### config.mk
export PLATFORM = sky130hd
export DESIGN_NAME = pwr_sleep_ctrl
export DESIGN_NICKNAME = d
export VERILOG_FILES = /design/src/rtl/pwr_pkg.sv /design/src/rtl/pwr_gate_map.sv /design/src/rtl/pwr_wake_eval.sv /design/src/rtl/pwr_sleep_ctrl.sv
export SDC_FILE = /design/constraint.sdc
export NUM_CORES = 1
export LEC_CHECK = 0
export BUFFER_PORTS_ARGS = -buffer_cell sky130_fd_sc_hd__buf_2
export CAP_MARGIN = 20
export CORE_UTILIZATION = 48
export DETAILED_ROUTE_END_ITERATION = 10
export PLACE_DENSITY = 0.77
export SYNTH_ARGS = -nofsm -noshare
export SYNTH_HDL_FRONTEND = slang
export SYNTH_HIERARCHICAL = 1
export SYNTH_SLANG_ARGS = --single-unit
### constraint.sdc
create_clock -name clk_i -period 1.91 [get_ports clk_i]
set_input_delay 0.382 -clock clk_i [delete_from_list [all_inputs] [get_ports clk_i]]
set_output_delay 0.382 -clock clk_i [all_outputs]
set_load 0.01 [all_outputs]
### src/rtl/pwr_pkg.sv
package pwr_pkg;

    typedef enum logic [1:0] {
        PS_RUN   = 2'd0,
        PS_IDLE  = 2'd1,
        PS_PDOWN = 2'd2,
        PS_LOCK  = 2'd3
    } pstate_e;

    localparam logic [1:0] REQ_IDLE  = 2'b01;
    localparam logic [1:0] REQ_PDOWN = 2'b10;

    // configuration snapshot taken when a sleep request is accepted
    typedef struct packed {
        logic osc_stop;
        logic tic_keep;
        logic ser_arm;
        logic ext_arm;
    } sleep_cfg_t;

endpackage

### src/rtl/pwr_gate_map.sv
module pwr_gate_map
    import pwr_pkg::*;
(
    input  pstate_e    state_i,
    input  sleep_cfg_t cfg_i,
    output logic       core_en_o,
    output logic       pll_en_o,
    output logic       periph_en_o,
    output logic       osc_en_o,
    output logic       tic_en_o,
    output logic       hiz_o
);

    always_comb begin
        core_en_o   = 1'b1;
        pll_en_o    = 1'b1;
        periph_en_o = 1'b1;
        osc_en_o    = 1'b1;
        tic_en_o    = 1'b1;
        hiz_o       = 1'b0;
        unique case (state_i)
            PS_RUN: ;
            PS_IDLE: begin
                core_en_o = 1'b0;
            end
            PS_PDOWN: begin
                core_en_o   = 1'b0;
                pll_en_o    = 1'b0;
                periph_en_o = 1'b0;
                osc_en_o    = ~cfg_i.osc_stop;
                tic_en_o    = cfg_i.tic_keep & ~cfg_i.osc_stop;
                hiz_o       = 1'b1;
            end
            PS_LOCK: begin
                core_en_o   = 1'b0;
                periph_en_o = 1'b0;
                hiz_o       = 1'b1;
            end
            default: ;
        endcase
    end

endmodule

### src/rtl/pwr_wake_eval.sv
module pwr_wake_eval
    import pwr_pkg::*;
(
    input  pstate_e    state_i,
    input  sleep_cfg_t cfg_i,
    input  logic       tic_running_i,
    input  logic       guard_open_i,
    input  logic       irq_any_i,
    input  logic       irq_tic_i,
    input  logic       irq_ser_i,
    input  logic       ext_wake_ni,
    output logic       wake_hit_o
);

    logic pd_tic;
    logic pd_ser;
    logic pd_ext;

    always_comb begin
        pd_tic = irq_tic_i & tic_running_i;
        pd_ser = irq_ser_i & cfg_i.ser_arm;
        pd_ext = ~ext_wake_ni & cfg_i.ext_arm & guard_open_i;
        unique case (state_i)
            PS_IDLE:  wake_hit_o = irq_any_i;
            PS_PDOWN: wake_hit_o = pd_tic | pd_ser | pd_ext;
            default:  wake_hit_o = 1'b0;
        endcase
    end

endmodule

### src/rtl/pwr_sleep_ctrl.sv
module pwr_sleep_ctrl
    import pwr_pkg::*;
#(
    parameter int LOCK_W    = 8,
    parameter int GUARD_CYC = 2
) (
    input  logic              clk_i,
    input  logic              rst_ni,
    input  logic              req_valid_i,
    input  logic [1:0]        req_mode_i,
    input  logic              cfg_osc_stop_i,
    input  logic              cfg_tic_keep_i,
    input  logic              cfg_ser_arm_i,
    input  logic              cfg_ext_arm_i,
    input  logic [LOCK_W-1:0] cfg_lock_wait_i,
    input  logic              irq_any_i,
    input  logic              irq_tic_i,
    input  logic              irq_ser_i,
    input  logic              ext_wake_ni,
    output logic [1:0]        state_o,
    output logic              core_clk_en_o,
    output logic              pll_en_o,
    output logic              periph_clk_en_o,
    output logic              osc_en_o,
    output logic              tic_clk_en_o,
    output logic              analog_hiz_o,
    output logic              wake_o,
    output logic              resume_next_o
);

    localparam int GUARD_W = (GUARD_CYC < 1) ? 1 : $clog2(GUARD_CYC + 1);
    localparam logic [GUARD_W-1:0] GUARD_LOAD = GUARD_W'(GUARD_CYC);

    typedef struct packed {
        pstate_e           st;
        sleep_cfg_t        cfg;
        logic [LOCK_W-1:0] lock_cnt;
        logic [GUARD_W-1:0] guard;
        logic              wake;
        logic              resume;
    } regs_t;

    regs_t r_d, r_q;

    logic wake_hit;
    logic tic_en;
    logic guard_open;
    logic req_ok;

    assign guard_open = (r_q.guard == '0);
    assign req_ok     = req_valid_i &&
                        (req_mode_i == REQ_IDLE || req_mode_i == REQ_PDOWN);

    pwr_gate_map u_gates (
        .state_i    (r_q.st),
        .cfg_i      (r_q.cfg),
        .core_en_o  (core_clk_en_o),
        .pll_en_o   (pll_en_o),
        .periph_en_o(periph_clk_en_o),
        .osc_en_o   (osc_en_o),
        .tic_en_o   (tic_en),
        .hiz_o      (analog_hiz_o)
    );

    pwr_wake_eval u_wake (
        .state_i      (r_q.st),
        .cfg_i        (r_q.cfg),
        .tic_running_i(tic_en),
        .guard_open_i (guard_open),
        .irq_any_i    (irq_any_i),
        .irq_tic_i    (irq_tic_i),
        .irq_ser_i    (irq_ser_i),
        .ext_wake_ni  (ext_wake_ni),
        .wake_hit_o   (wake_hit)
    );

    always_comb begin
        r_d      = r_q;
        r_d.wake = 1'b0;
        unique case (r_q.st)
            PS_RUN: begin
                if (req_ok) begin
                    r_d.resume       = 1'b0;
                    r_d.cfg.osc_stop = cfg_osc_stop_i;
                    r_d.cfg.tic_keep = cfg_tic_keep_i;
                    r_d.cfg.ser_arm  = cfg_ser_arm_i;
                    r_d.cfg.ext_arm  = cfg_ext_arm_i;
                    r_d.lock_cnt     = cfg_lock_wait_i;
                    r_d.guard        = GUARD_LOAD;
                    r_d.st           = (req_mode_i == REQ_IDLE) ? PS_IDLE : PS_PDOWN;
                end
            end
            PS_IDLE: begin
                if (wake_hit) begin
                    r_d.st     = PS_RUN;
                    r_d.wake   = 1'b1;
                    r_d.resume = 1'b1;
                end
            end
            PS_PDOWN: begin
                if (wake_hit) begin
                    r_d.st     = PS_LOCK;
                    r_d.wake   = 1'b1;
                    r_d.resume = 1'b1;
                end else if (!guard_open) begin
                    r_d.guard = r_q.guard - 1'b1;
                end
            end
            PS_LOCK: begin
                if (r_q.lock_cnt == '0) begin
                    r_d.st = PS_RUN;
                end else begin
                    r_d.lock_cnt = r_q.lock_cnt - 1'b1;
                end
            end
            default: r_d.st = PS_RUN;
        endcase
    end

    always_ff @(posedge clk_i or negedge rst_ni) begin
        if (!rst_ni) begin
            r_q <= '0;
        end else begin
            r_q <= r_d;
        end
    end

    assign state_o       = r_q.st;
    assign tic_clk_en_o  = tic_en;
    assign wake_o        = r_q.wake;
    assign resume_next_o = r_q.resume;

endmodule

==> summary.md <==
| Metric | Value |
|---|---|
| Layout area overhead | 26.6% |
| Fin nets | 218 |
| Via-to-Cell Ratio | 5.79 |
| FMAX | 515 MHz |
| Core Util, Final | 0.655 |
| Hold Path Class | in -> async |
| Clock Path Buffers | 2 |
| Worst Setup End Kind | flip-flop |
| EDFF count, synth | 0 |
| Avg Cell Area, Syn | 9.09 um2 |
| Crit Path Class | reg -> reg |
| Max-slew headroom | 0.685 |
| Register area | 452 um2 |
| Worst R2R Setup Slack | -0.03 ns |
| Largest net degree at the start of global routing | 19 |
| Fillers | 216 |
| Clock Skew | 0.00655 ns |
| Failing checks | hold timing, setup timing |
| Worst R2R Start | r_q[3] |
| Crit path launch type | flip-flop |
| Diodes inserted | 0 |
| Initial antenna violation count | 0 |
| Iteration-0 DRC count of the detailed router | 16 |
| Final hold violations | 1 |
| Final setup margin | -0.0308 ns |
| Sequential fraction of the synthesis area | 0.342 |
| Final worst path period share | 1.02 |
| Io pins | 31 |
| Worst R2R Path Depth | 8 |
| Top area cells in the synthesized netlist | dfrtp_1 (34%), ha_1 (10%), mux2_2 (4.3%), inv_1 (3.7%), nand2_1 (3.4%) |
| 1st-pass router iterations | 5 |
| Top-count cell post-synth | dfrtp_1 |
| Net Count, Synth | 177 |
| Netlist cell types | 44 |
| Largest area contributor in the netlist | dfrtp_1 |
| Post-Syn Instances | 145 |
| Wire per inst | 15.1 um |
| Die Area | 2960 um2 |
| Max_cap viols | 0 |
| Initial core utilization | 0.518 |
| Slew @ Worst Pin | 0.469 ns |
| Multi-input logic area | 833 um2 |
| Clock Tree Root | clkbuf_4 |
| Cell count after placement | 209 |
| Post-synth top cells | dfrtp_1 (18), inv_1 (13), nand2_1 (12), nor2_1 (12), ha_1 (11) |
| Leakage power | 0.795 nW |
| Max-slew violations | 0 |
| Synth Cell Area | 1320 um2 |
| Peak VDD IR | 869 uV |
| GRT Total Usage | 0.238 |
| Req. time, crit path | 2.09 ns |
| Post-synth ARST share | 1.00 |
| Status | complete, but fails checks |
| Yosys Warn Count | 6 |
| Clock Sinks | 18 |
| DRC errors left | 0 |
| Synth Register Bits | 18 |
| Vias | 1,244 |
| Total congestion overflow | 0 |
| CTS tree | yes |
| CTS H-tree depth | 1 |
| Synth top area share | 0.342 |
| Detail Placement HPWL | 2.48 mm |
| Die height | 54.4 um |
| Critical-path maximum fanout | 4 |
| Clk slew on worst S/H paths | 0.12 ns |
| Non-Filler Instances | 215 |
| Reg2reg end | state_o[0] |
| Final hold slack | -0.00138 ns |
| Total CTS buffers | 3 |
| Total Wirelength | 3.24 mm |
| GPL Wtd Cong | 0.857 |
| Vias in the first global route | 1,141 |
| Cell Rows | 18 |
| WP data arrival | 2.12 ns |
| First-pass GRT wire length | 4.98 mm |
| Skew-Pair Late Insertion Delay | 0.29 ns |
| Routed Antenna Nets | 0 |
| Pwr dens | 1430 nW/um2 |
| PortBufs | 30 |
| Core Region | 2540 um2 |
| Die width | 54.4 um |
| Share of cells above drive strength 1 | 0.395 |
| Top FF cell, synth | dfrtp_1 |
| Final setup violation count | 2 |
| RSZ-0062 raised after global routing | true |
| Tmin final | 1.94 ns |
==> cell usage in the layout, fill, tap and decap left out, drive strengths merged, types with 2 or more instances in the layout <==
cell type	count
a21oi	6
a22o	2
a31oi	5
buf	43
clkbuf	4
dfrtp	18
ha	11
inv	13
mux2	7
nand2	13
nand2b	5
nand3	7
nor2	12
nor2b	3
nor3b	2
o21ai	8
o2bb2ai	3
o31ai	2
or3b	2
==> power by group <==
part / switching (mW) / internal (mW)
Sequential: 0.181 / 0.530
Clock: 0.126 / 0.116
Combinational: 0.709 / 0.731
==> cells by family after synthesis <==
| family | share of synthesized area |
|---|---|
| buffers and inverters | 0.0627 |
| muxes | 0.0674 |
| and+or+nand+nor | 0.237 |
| DFF | 0.342 |
| adders and majority gates | 0.104 |
| AOI/OAI and AO/OA | 0.186 |
==> worst max path at each step <==
stage | startpoint | to | cells after the start
after floorplan | state_o[1] | state_o[0] | 8
after global placement | state_o[0] | state_o[1] | 8
after detailed placement | state_o[0] | state_o[0] | 8
after CTS | r_q[2] | state_o[1] | 8
after global routing | r_q[3] | state_o[0] | 8
final | r_q[3] | state_o[0] | 8
==> through the flow <==
step | power (mW) | instance area [um2] | worst slack [ns] | setup TNS (ns)
3_3_place_gp | 1.92 | 1560 | 0.0556 | 0
5_1_grt | 2.60 | 1670 | -0.0755 | -0.168
4_1_cts | 2.29 | 1620 | 0.00243 | 0
6_report | 2.39 | 1670 | -0.0308 | -0.0502
3_5_place_dp | 1.99 | 1560 | -0.0633 | -0.109
2_1_floorplan | 1.58 | 1320 | 0.0337 | 0
==> routing by layer <==
metal  global-route usage  routed length, um  vias to the layer above
li1                     -                  -                      597
met1                0.273               1360                      601
met2                0.463               1730                       38
met3               0.0250                 96                        8
met4               0.0513                 49                        0
met5                    0                  0                        -
==> flip-flops by register name, indices dropped and copies added (netlist names) <==
signal / count
r_q: 14
state_o: 2
resume_next_o: 1
wake_o: 1
==> area by class of cell <==
| cell class | count | area share |
|---|---|---|
| inverters | 13 | 0.0293 |
| clock buffers | 4 | 0.0218 |
| well taps | 30 | 0.0225 |
| flip-flops and latches | 18 | 0.271 |
| multi-input cells | 107 | 0.500 |
| repair buffers | 43 | 0.156 |
==> critical path, cell delays in order (launching register included) <==
cell and delay, ns:
dfrtp_1 0.42, inv_2 0.09, ha_4 0.15, and3b_1 0.17
o21ai_2 0.06, a21oi_2 0.24, nor2_1 0.06, a221o_1 0.32
mux2_4 0.32
==> repair_timing <==
item	in CTS	in global routing
buffers inserted	1	1
endpoints found under the setup margin	3	11
gates resized for setup	4	10
pin swaps	1	4
hold buffers	0	0
Power figures use the tool's default switching activity.
